**src/rtl/walign_pkg.sv**
```systemverilog
package walign_pkg;
  localparam int DEF_W = 10;
  typedef enum logic {ST_SEEK = 1'b0, ST_LOCK = 1'b1} lock_st_e;
endpackage

```
**src/rtl/walign_window.sv**
```systemverilog
module walign_window #(
  parameter int W = 10
) (
  input  logic           clk_i,
  input  logic           rst_ni,
  input  logic           valid_i,
  input  logic [W-1:0]   data_i,
  output logic [2*W-1:0] win_o,
  output logic           primed_o
);
  logic [W-1:0] prev_q;
  logic         primed_q;

  always_ff @(posedge clk_i or negedge rst_ni) begin
    if (!rst_ni) begin
      prev_q   <= '0;
      primed_q <= 1'b0;
    end else if (valid_i) begin
      prev_q   <= data_i;
      primed_q <= 1'b1;
    end
  end

  // older word in the low half
  assign win_o    = {data_i, prev_q};
  assign primed_o = primed_q;

  a_r9_prev_hold: assert property (@(posedge clk_i) disable iff (!rst_ni)
    !valid_i |=> $stable(prev_q) && $stable(primed_q));
endmodule

```
**src/rtl/walign_match.sv**
```systemverilog
module walign_match #(
  parameter int W = 10
) (
  input  logic [2*W-1:0] win_i,
  input  logic [W-1:0]   det_i,
  input  logic [W-1:0]   mask_i,
  output logic [W-1:0]   hit_o
);
  for (genvar k = 0; k < W; k++) begin : g_cmp
    assign hit_o[k] = ~|((win_i[k +: W] ^ det_i) & mask_i);
  end
endmodule

```
**src/rtl/walign_prio.sv**
```systemverilog
module walign_prio #(
  parameter int W  = 10,
  parameter int OW = $clog2(W)
) (
  input  logic [W-1:0]  hit_i,
  output logic [OW-1:0] idx_o,
  output logic          any_o
);
  always_comb begin
    idx_o = '0;
    for (int i = W - 1; i >= 0; i--) begin
      if (hit_i[i]) idx_o = OW'(i);
    end
  end
  assign any_o = |hit_i;
endmodule

```
**src/rtl/word_aligner.sv**
```systemverilog
module word_aligner
  import walign_pkg::*;
#(
  parameter int W  = DEF_W,
  parameter int OW = $clog2(W)
) (
  input  logic          clk_i,
  input  logic          rst_ni,
  input  logic          valid_i,
  input  logic [W-1:0]  data_i,
  input  logic [W-1:0]  det_word_i,
  input  logic [W-1:0]  det_mask_i,
  input  logic          rearm_i,
  output logic          valid_o,
  output logic [W-1:0]  data_o,
  output logic          start_o,
  output logic          locked_o,
  output logic [OW-1:0] offset_o
);
  logic [2*W-1:0] win;
  logic           primed;
  logic [W-1:0]   hit;
  logic [OW-1:0]  hit_idx;
  logic           hit_any;
  logic [OW-1:0]  sel;
  lock_st_e       st_q;
  logic [OW-1:0]  off_q;
  logic [W-1:0]   data_q;
  logic           valid_q, start_q;

  walign_window #(.W(W)) u_win (
    .clk_i(clk_i), .rst_ni(rst_ni), .valid_i(valid_i), .data_i(data_i),
    .win_o(win), .primed_o(primed));

  walign_match #(.W(W)) u_match (
    .win_i(win), .det_i(det_word_i), .mask_i(det_mask_i), .hit_o(hit));

  walign_prio #(.W(W), .OW(OW)) u_prio (
    .hit_i(hit), .idx_o(hit_idx), .any_o(hit_any));

  assign sel = (st_q == ST_LOCK) ? off_q : hit_idx;

  always_ff @(posedge clk_i or negedge rst_ni) begin
    if (!rst_ni) begin
      st_q    <= ST_SEEK;
      off_q   <= '0;
      data_q  <= '0;
      valid_q <= 1'b0;
      start_q <= 1'b0;
    end else begin
      valid_q <= 1'b0;
      start_q <= 1'b0;
      if (rearm_i) begin
        st_q <= ST_SEEK;
      end else if (valid_i) begin
        if (st_q == ST_LOCK) begin
          valid_q <= 1'b1;
          data_q  <= win[sel +: W];
        end else if (primed && hit_any) begin
          st_q    <= ST_LOCK;
          off_q   <= hit_idx;
          valid_q <= 1'b1;
          start_q <= 1'b1;
          data_q  <= win[sel +: W];
        end
      end
    end
  end

  assign valid_o  = valid_q;
  assign data_o   = data_q;
  assign start_o  = start_q;
  assign locked_o = (st_q == ST_LOCK);
  assign offset_o = off_q;

  a_r2_valid_needs_lock: assert property (@(posedge clk_i) disable iff (!rst_ni)
    valid_o |-> locked_o);
  a_r3_start_on_lock: assert property (@(posedge clk_i) disable iff (!rst_ni)
    $rose(locked_o) |-> start_o && valid_o);
  a_r5_offset_hold: assert property (@(posedge clk_i) disable iff (!rst_ni)
    locked_o && !rearm_i |=> locked_o && $stable(offset_o));
  a_r6_rearm_drop: assert property (@(posedge clk_i) disable iff (!rst_ni)
    rearm_i |=> !locked_o && !valid_o);
  a_r8_lowest_hit: assert property (@(posedge clk_i) disable iff (!rst_ni)
    hit_any |-> hit[hit_idx] && $countones(hit & ((W'(1) << hit_idx) - W'(1))) == 0);
  a_r9_idle_quiet: assert property (@(posedge clk_i) disable iff (!rst_ni)
    !valid_i && !rearm_i |=> !valid_o && !start_o && $stable(locked_o));
endmodule

```
**config.mk**
```make
export PLATFORM = sky130hd
export DESIGN_NAME = word_aligner
export DESIGN_NICKNAME = d
export VERILOG_FILES = /design/src/rtl/walign_pkg.sv /design/src/rtl/walign_window.sv /design/src/rtl/walign_match.sv /design/src/rtl/walign_prio.sv /design/src/rtl/word_aligner.sv
export SDC_FILE = /design/constraint.sdc
export NUM_CORES = 1
export LEC_CHECK = 0
export ABC_AREA = 1
export CAP_MARGIN = 25
export CORE_MARGIN = 2
export CORE_UTILIZATION = 44
export DETAILED_ROUTE_END_ITERATION = 8
export PLACE_DENSITY = 0.76
export SLEW_MARGIN = 15
export SYNTH_ARGS = -nofsm -noshare
export SYNTH_HDL_FRONTEND = slang
export SYNTH_SLANG_ARGS = --single-unit
```
**constraint.sdc**
```tcl
create_clock -name clk_i -period 2.22 [get_ports clk_i]
set_clock_uncertainty 0.05 [all_clocks]
set_input_delay 0.333 -clock clk_i [delete_from_list [all_inputs] [get_ports clk_i]]
set_output_delay 0.333 -clock clk_i [all_outputs]
set_load 0.1 [all_outputs]
```
---- After elaboration in Yosys (flattened, before gate mapping) ----
Cells that the tools add are included.
word-level totals
  flip-flop bits (word level) ............. 28
  latch bits .............................. 0
  bits in writable memories ............... 0
  memory bits (read-only) ................. 0
  input bits .............................. 34
  memories kept ........................... 0
cells by class
  $add $sub $neg .......................... 0
  $mul .................................... 0
  div/mod/pow operators ................... 0
  $lt $le $gt $ge ......................... 0
  equality and inequality tests ........... 0
  shifts and indexed selects .............. 1
  mux-type cells .......................... 22
  bitwise logic cells ..................... 22
  reductions and logical operators ........ 26
operators by type and width
  cell                                   number
  OR reduction 10 bit                    11
  AND 10 bit                             10
  XOR 10 bit                             10
  2-to-1 mux 4 bit                       11
  2-to-1 mux 10 bit                      2
  variable part select 20 x 5 -> 10 bit  1
  zero test 1 bit                        10
  2-to-1 mux 1 bit                       9
  AND reduction 4 bit                    1
  nonzero test 2 bit                     2
  AND reduction 3 bit                    1
  NOT 1 bit                              2
  logical AND 1 bit                      1

---- Depth between registers and ports, before layout ----
Gate-level depths: netlist (run 1).
  depth after elaboration ................. 17
  mapped depth ............................ 27
  mapped depth without buffers ............ 25

---- Cells and area by module ----
Synthesis (run 1) repeated with hierarchy kept, for this count alone.
unflattened totals
  cells, all modules ...................... 834
  area total of the unflattened synthesis .. 4277.9 um^2
modules (own cells, without submodules)
  module         times used  cells an instance  area an instance (um^2)
  walign_match   1           471                2003.2
  word_aligner   1           281                1667.8
  walign_window  1           54                 484.2
  walign_prio    1           28                 122.6

---- Least setup slack after synthesis (run 1) ----
No wires, ideal clock.
  path kind ............................... reg2reg
  start point ............................. register st_q (netlist: locked_o)
  end point ............................... register data_q[0] (netlist: data_o[0])
  setup time .............................. 68 ps
  arrival ................................. 2176 ps
  data required time ...................... 2102 ps
  slack ................................... -73 ps
  stages on the path, launching flop included .. 9
  path buffers ............................ 1
  path through ............................ dfrtp_1 inv_1 or2_2 nand2_1 buf_2 nand3_1 nand2_1 nand2_1 nand2_1
on the way
  cells in the longest elaborated chain, start to end .. 4
  elaborated cells between the ends (all ways) .. 6
ends and longest elaborated chain
  element                                line                                    text
  from (decl)                            word_aligner.sv:26                      lock_st_e st_q;
  from (signal assigned)                 word_aligner.sv:45                      st_q <= ST_SEEK;
  from (signal assigned)                 word_aligner.sv:54                      st_q <= ST_SEEK;
  from (signal assigned)                 word_aligner.sv:60                      st_q <= ST_LOCK;
  2-to-1 mux 4 bit                       word_aligner.sv:41                      assign sel = (st_q == ST_LOCK) ? off_q : hit_idx;
  variable part select 20 x 5 -> 10 bit  word_aligner.sv:58, word_aligner.sv:64
  2-to-1 mux 10 bit                      word_aligner.sv:59                      end else if (primed && hit_any) begin
  2-to-1 mux 10 bit                      word_aligner.sv:56                      if (st_q == ST_LOCK) begin
  to (signal assigned)                   word_aligner.sv:58                      data_q <= win[sel +: W];
  to (signal assigned)                   word_aligner.sv:64                      data_q <= win[sel +: W];
  to (decl)                              word_aligner.sv:28                      logic [W-1:0] data_q;
Several ways; a longest one is shown, not always the timed one. The select of a mux whose other input is x is not followed.
A chain may end at the register's enable or synchronous reset.

---- Final worst setup path (run 1) ----
  start point ............................. register u_win.prev_q[8]
  end point ............................... register data_q[9] (netlist: data_o[9])
on the way
  cells in the longest elaborated chain, start to end .. 16
  elaborated cells between the ends (all ways) .. 53
ends and longest elaborated chain
  element                                line                                    text
  from (decl)                            walign_window.sv:11                     logic [W-1:0] prev_q;
  from (signal assigned)                 walign_window.sv:19                     prev_q <= data_i;
  XOR 10 bit                             walign_match.sv:10                      assign hit_o[k] = ~|((win_i[k +: W] ^ det_i) & mask_i);
  AND 10 bit                             walign_match.sv:10
  OR reduction 10 bit                    walign_match.sv:10
  2-to-1 mux 4 bit (9 in a row)          walign_prio.sv:12                       if (hit_i[i]) idx_o = OW'(i);
  2-to-1 mux 4 bit                       word_aligner.sv:41
  variable part select 20 x 5 -> 10 bit  word_aligner.sv:58, word_aligner.sv:64
  2-to-1 mux 10 bit                      word_aligner.sv:59
  2-to-1 mux 10 bit                      word_aligner.sv:56
Several ways; a longest one is shown, not always the timed one. The select of a mux whose other input is x is not followed.

==> results.yml, run 1 <==
synth:
  yosysSeqAreaShare_pct: 18.44
  synth_xor_xnor_area_share_pct: 0
  largest_family_of_logic_cells_by_synthesized_area: "simple AND/OR/NAND/NOR gates"
  synth_top_area_cell: "nand2_1"
  muxShareOfSynthArea_pct: 0
  synthesis.nets: 742
  synthMostInstantiatedCell: "nand2_1"
  synthesis_warning_total: 0
  ys_seq_elements: 28
  synth.avg_cell_area_um2: 5.367
  yosysTopAreaCellShare_pct: 28.84
  synth-adder-area-share_pct: 0
  synth_compound_area_share_pct: 9.516
  syn_area_um2: 3800
  dominantRegCellSynth: "dfrtp_1"
  syn_inst: 708
  number_of_flops_mapped_to_enable_cells_by_yosys: 0
  yosys-top-cells-count: "nand2_1, nand3_1, nor2_1"
  synth.lib_cells_used.distinct: 35
  post_synth_main_area_contributors: "nand2_1, nand3_1, dfrtp_1, o21ai_0, buf_4"
  synth_simple_gate_area_share_pct: 59.17
  async_flop_share_pct: 100.0
clock_tree:
  cts-buffers-inserted: 3
  clkTransAtPathRegs_ns: 0.12
  clockBufferDepth: 2
  tritoncts: "done"
  later_pin_clock_latency_in_the_skew_report_ns: 0.30
  ctsHtreeMaxLevel: 1
  tritoncts_num_sinks: 28
  root_buffer: "clkbuf_8"
power_and_ir_drop:
  leakagePower_nw: 3.365
  fin_total_pwr_mw: 4.798
  vdd_drop_max_uv: 797.4
  power_density_nw_per_um2: 736.7
placed_design:
  place_congestion: 0.9623
  placement.io_buffers: 50
  placed_cell_area_um2: 5264
  numPlacedInstances: 962
  place_hpwl_um: 12940
grt:
  initial_antenna_violation_count: 0
  grt_start_max_net_pins: 29
  global_route.overflow_total: 0
  grt_most_used_layer: "met2"
  grt_use_met3_pct: 9.971
  grt_util_met2_pct: 60.52
  grt_pass1_vias: 5725
  grt_util_met1_pct: 55.21
  grt_first_pass_wirelength_um: 29870
  grt_usage_pct: 39.15
sta:
  layout_worst_path_cycle_share_pct: 144.6
  timing.final.hold_violations: 0
  sum_of_negative_setup_slack_ns: -12.23
  layout_setup_ws_ns: -0.9906
  worst_pin_slew_ns: 0.6804
  finalCriticalPeriod_ns: 3.211
  max-slew-margin-rel_pct: 54.16
  final-setup-viol-count: 17
  grt_setup_unrepaired: "yes"
  maxSlewViolCount: 0
  max_clock_freq_ghz: 0.3115
detailed_routing:
  dr.first_iter.drc_count: 944
  post_drt_wl_per_cell_um: 21.08
  route.final.wire_length_um: 21390
  drcViolationCount: 0
  antenna_violating_nets_post_route: 0
  dr_total_vias: 6479
  drt_first_pass_iters: 7
  drt-vias-per-instance: 6.383
finish:
  area.growth.synth_to_final_pct: 71.42
  fin_area_um2: 6514
  number_of_antenna_diodes: 0
  fillerInstances: 576
  sequential_standard_cell_area_um2: 705.7
  multiInputGateArea_um2: 3273
  layoutNonFillerInstCount: 1015
  final_nets: 945
  layout-drive-gt1-share_pct: 42.53
die:
  die_y_um: 96.93
  floorplan.rows: 33
  num_io_pins: 51
  initial_core_util_pct: 45.79
  fp.dieW_um: 96.93
  floorplan.die_area_um2: 9395
  core_area_um2: 8299
critical_path:
  crit_path_start_kind: "flop"
  critPathKind: "flop to flop"
  capturing_point_of_the_worst_reg2reg_path: "data_o[9]$_DFFE_PN0P_"
  timing.rr.start: "u_win.prev_q[8]$_DFFE_PN0P_"
  timing.critical_path.arrival_ns: 3.32
  path_max_fanout: 5
  reg2regPathDepth: 22
  ff2ff_setup_slack_ns: -0.99
  timing.critical_path.to_type: "flop"
  critical_path_required_ns: 2.33
worst_hold_path:
  hold_path.class: "input pin to asynchronous set/reset pin"
run_status:
  run_status: "complete, but fails checks"
  violated_checks: "negative setup slack"
run:
  max_cap_viol_count: 0
[per-layer routing]
| layer | wire [um] | vias up |
|---|---|---|
| li1 | - | 2729 |
| met1 | 7691 | 2907 |
| met2 | 8932 | 632 |
| met3 | 3215 | 211 |
| met4 | 1552 | 0 |
| met5 | 0 | - |
[cell type report]
type                       count  share of cell area (%)
clock buffer                   3                  0.6339
clock inverter                 1                  0.4610
inverter                      46                   3.112
multi-input combinational    585                   50.25
sequential                    28                   10.83
tap                          105                   2.017
timing repair buffer         247                   32.69
[timing repair]
action	4_1_cts	5_1_grt
setup endpoints to repair	17	17
gates resized for setup	147	92
buffers inserted	35	14
gates cloned	3	1
hold endpoints to repair	0	0
hold buffers	0	0
pin swaps	41	51
[per-stage QoR]
stage	setup slack [ns]	util (%)	hold WS [ns]
5_1_grt	-0.9886	78.49	0.4056
4_1_cts	-0.5002	73.03	0.3794
3_5_place_dp	-1.227	63.43	0.4202
6_report	-0.9906	78.49	0.3623
3_3_place_gp	-1.153	63.43	0.4005
2_1_floorplan	0.0009350	-	-0.01259
[placed cells by master (no fill, tap or decap), types with 2 or more instances in the layout]
cell / instances
o21ai_2: 3
buf_8: 2
nor2_4: 6
inv_4: 4
o21ai_4: 2
clkinv_2: 2
inv_2: 19
buf_4: 180
dlygate4sd2_1: 24
clkinv_4: 2
nor3_2: 4
nor2_2: 7
nor2_1: 24
clkdlybuf4s50_1: 5
clkdlybuf4s15_1: 2
a21oi_2: 5
nand3_2: 50
o21ai_0: 26
nand3_1: 108
nor4_4: 2
inv_1: 17
buf_6: 23
clkbuf_8: 3
a21oi_1: 18
a31oi_1: 3
nand2_2: 31
dfrtp_1: 24
buf_12: 7
or2_2: 2
nand4_1: 11
nand2_8: 2
nand3_4: 8
o22ai_1: 2
dfrtp_2: 4
o21ai_1: 4
nand2_4: 11
nand2_1: 251
[worst max-delay path by stage]
stage	start	end	slack (ns)	depth (start not counted)
finish	u_win.prev_q[8]$_DFFE_PN0P_	data_o[9]$_DFFE_PN0P_	-0.99	22
global route	u_win.prev_q[8]$_DFFE_PN0P_	data_o[9]$_DFFE_PN0P_	-0.99	22
CTS	u_win.prev_q[7]$_DFFE_PN0P_	data_o[4]$_DFFE_PN0P_	-0.50	23
detailed placement	det_word_i[1]	data_o[2]$_DFFE_PN0P_	-1.23	23
global placement	det_word_i[1]	data_o[2]$_DFFE_PN0P_	-1.15	23
floorplan	u_win.prev_q[5]$_DFFE_PN0P_	data_o[3]$_DFFE_PN0P_	0.0009	19
[critical path, stage by stage, from the launching register on]
cell,delay (ns)
dfrtp_1,0.44
buf_6,0.16
buf_4,0.13
nand2_1,0.06
nand3_1,0.09
nand2_1,0.10
nor4_4,0.36
nand2_1,0.18
nand2_1,0.14
nand2_1,0.07
nand2_2,0.09
nand2_4,0.07
nand3_4,0.16
buf_12,0.15
nand2_8,0.08
nand2_4,0.11
nand2_2,0.06
nand2_2,0.08
nand3_2,0.10
nand3_2,0.07
nand2_1,0.06
nand2_1,0.08
nand2_1,0.15
[registers in the layout, indices dropped and copies added, names as in the netlist]
signal	count
data_o	10
locked_o	1
offset_o	4
start_o	1
u_win.prev_q	10
u_win.primed_o	1
valid_o	1
[cell families after synthesis]
kind of cell / Yosys count
AND/OR/NAND/NOR: 517
flip-flops: 28
buffers and inverters: 96
AO/OA/AOI/OAI: 67
[power by group]
part | leakage, nW | total (mW) | internal (mW) | switching [mW]
Sequential | 0.338 | 0.810 | 0.642 | 0.169
Clock | 0.0357 | 0.437 | 0.242 | 0.194
Combinational | 2.99 | 3.55 | 1.16 | 2.39
Total | 3.36 | 4.80 | 2.05 | 2.75
Note: power is estimated with default switching activity, not from simulation.
==> run 2: changes to the inputs <==
--- a/config.mk
+++ b/config.mk
@@ -8,10 +8,11 @@
 export ABC_AREA = 1
 export CAP_MARGIN = 25
 export CORE_MARGIN = 2
-export CORE_UTILIZATION = 44
+export CORE_UTILIZATION = 57
 export DETAILED_ROUTE_END_ITERATION = 8
-export PLACE_DENSITY = 0.76
+export PLACE_DENSITY = 0.89
 export SLEW_MARGIN = 15
 export SYNTH_ARGS = -nofsm -noshare
 export SYNTH_HDL_FRONTEND = slang
 export SYNTH_SLANG_ARGS = --single-unit
+export TNS_END_PERCENT = 100
==> constraint.sdc (replaced) <==
create_clock -name clk_i -period 3.25 [get_ports clk_i]
set_clock_uncertainty 0.05 [all_clocks]
set_input_delay 0.4875 -clock clk_i [delete_from_list [all_inputs] [get_ports clk_i]]
set_output_delay 0.4875 -clock clk_i [all_outputs]
set_load 0.1 [all_outputs]
==> run 2 against run 1 <==
Compared with the run above: hold slack better by 0.090 ns; setup slack better by 1.2 ns; critical path depth down 2; die area down 22%; cell area down 23%; the run now ends clean; largest cell class unchanged; flip-flop and latch count unchanged.
==> results.yml, run 2 (synthesis results as in run 1) <==
clock_tree:
  holdBufCountCts: 0
  clkTransAtPathRegs_ns: 0.10
  later_pin_clock_latency_in_the_skew_report_ns: 0.28
  tritoncts: "done"
  tritoncts_num_sinks: 28
  ctsHtreeMaxLevel: 1
  clockBufferDepth: 2
  root_buffer: "clkbuf_8"
  cts-buffers-inserted: 3
die:
  core_area_um2: 6386
  floorplan.rows: 29
  fp.dieW_um: 85.65
  initial_core_util_pct: 59.50
  die_y_um: 85.65
  num_io_pins: 51
  floorplan.die_area_um2: 7336
grt:
  grt_usage_pct: 40.27
  grt_util_met1_pct: 57.65
  initial_antenna_violation_count: 0
  global_route.overflow_total: 0
  grt_pass1_vias: 4794
  grt_use_met3_pct: 8.662
  grt_first_pass_wirelength_um: 23720
  grt_util_met2_pct: 61.43
  grt_most_used_layer: "met2"
  grt_start_max_net_pins: 29
critical_path:
  timing.critical_path.to_type: "flop"
  critPathKind: "input pin to flop"
  crit_path_cell_trace: "clkdlybuf4s50_1, inv_2, buf_4, nand2_1, nand3_1, nand4_1, nor2_1, nand3_1, nand2_1, inv_2, nand2_1, nand2_1, o21ai_4, buf_8, buf_4, nand2_1, nand2_1, nor2_1, nor2_1, a21oi_1"
  timing.critical_path.arrival_ns: 3.19
  critical-path-top-cell-by-count: "nand2_1"
  crit_path_start_kind: "input pin"
  path_max_fanout: 14
  slowest_stage: "clkdlybuf4s50_1"
  delay_of_the_slowest_critical_path_stage_ns: 0.53
  critical_path_required_ns: 3.38
placed_design:
  place_congestion: 1.025
  placement.io_buffers: 50
  detailedPlace.worstSlack_ns: -0.1798
  placed_cell_area_um2: 4852
  place_hpwl_um: 11620
run_status:
  run_status: "finished clean"
finish:
  fin_area_um2: 5011
  mostFrequentLayoutCell: "nand2_1"
  number_of_antenna_diodes: 0
  layout-drive-gt1-share_pct: 20.10
  final_nets: 852
  final_cell_mix: "nand2_1, nand3_1, buf_4"
  area.growth.synth_to_final_pct: 31.87
power_and_ir_drop:
  p_comb_share_pct: 71.8
  power.switching_mw: 1.475
  power_density_nw_per_um2: 504.3
  leakagePower_nw: 2.714
  power.share.sequential_pct: 20.3
  fin_total_pwr_mw: 2.527
  intPower_mw: 1.052
  power.clock.fraction_pct: 7.9
  vdd_drop_max_uv: 840.0
  power.switching_fraction_pct: 58.37
sta:
  worst_pin_slew_ns: 0.9825
  final-setup-viol-count: 0
  layout_worst_path_cycle_share_pct: 94.15
  maxSlewViolCount: 0
  max-slew-margin-rel_pct: 34.30
  finalCriticalPeriod_ns: 3.060
  sum_of_negative_setup_slack_ns: 0
  max_clock_freq_ghz: 0.3268
  grt_setup_unrepaired: "yes"
  timing.final.hold_violations: 0
  layout_setup_ws_ns: 0.1900
detailed_routing:
  dr_total_vias: 5394
  route.final.wire_length_um: 15010
  drt_first_pass_iters: 6
  drcViolationCount: 0
  drt-vias-per-instance: 6.040
  antenna_violating_nets_post_route: 0
  post_drt_wl_per_cell_um: 16.81
  dr.first_iter.drc_count: 853
run:
  max_cap_viol_count: 0
worst_hold_path:
  hold_path.class: "flop to flop"
run 2: cell count changes in the layout (fill, tap and decap cells not counted), moves of 7 or more:
cell and delta:
buf_4 -66, nand3_1 +55, nand3_2 -48, nand2_1 +41, nand2_2 -30, dlygate4sd2_1 -24, buf_6 -21, clkdlybuf4s50_1 +16
dlymetal6s2s_1 +15, nand2_4 -11, nor2_1 +8, nand3_4 -7
run 2: per-stage QoR:
stage,utilization (%),hold WS (ns),cells
after floorplan,-,0.1419,708
after global placement,75.98,0.4109,888
after detailed placement,75.98,0.4268,888
after CTS,76.63,0.4520,891
after global routing,78.47,0.4642,893
final,78.47,0.4528,893
run 2: worst paths after layout:
path                                        startpoint                          end  slack, ns  cells after the start
max                                      det_word_i[8]        data_o[3]$_DFFE_PN0P_       0.19                     20
min                              data_o[9]$_DFFE_PN0P_        data_o[9]$_DFFE_PN0P_       0.45                      2
max reg2reg                u_win.prev_q[5]$_DFFE_PN0P_        data_o[3]$_DFFE_PN0P_       0.19                     18
min reg2reg                      data_o[9]$_DFFE_PN0P_        data_o[9]$_DFFE_PN0P_       0.45                      2
max in group asynchronous                       rst_ni  u_win.prev_q[4]$_DFFE_PN0P_       2.34                      2
min in group asynchronous                       rst_ni            start_o$_DFF_PN0_       0.53                      2
run 2: final cells by class:
class                   count  area (um^2)
clock buffers               3        41.29
fillers                   526         1375
inverters                  46        188.9
multi-input cells         584         2653
flip-flops and latches     28        700.7
well taps                  77        96.34
repair buffers            155         1331
run 2: power groups by stage:
stage               clock (mW)  combinational, mW  sequential [mW]
floorplan                    0              0.688             1.07
global placement             0               1.72            0.510
detailed placement           0               1.75            0.515
CTS                      0.198               1.75            0.508
global route             0.209               1.92            0.518
finish                   0.199               1.82            0.512
run 2: timing repair:
item	in CTS	in global routing
endpoints found under the setup margin	0	11
buffers inserted	0	2
resized for setup	0	34
run 2: critical path, delay by kind of cell:
family / cells / cell delay [ns]
AOI/OAI and AO/OA: 2 / 0.33
buffers and inverters: 6 / 1.19
and+or+nand+nor: 12 / 1.15
run 2: layer usage:
| layer | up-vias | wire length (um) |
|---|---|---|
| met5 | - | 0 |
| met4 | 0 | 425 |
| met3 | 57 | 2102 |
| met2 | 407 | 6505 |
| met1 | 2396 | 5978 |
| li1 | 2534 | - |
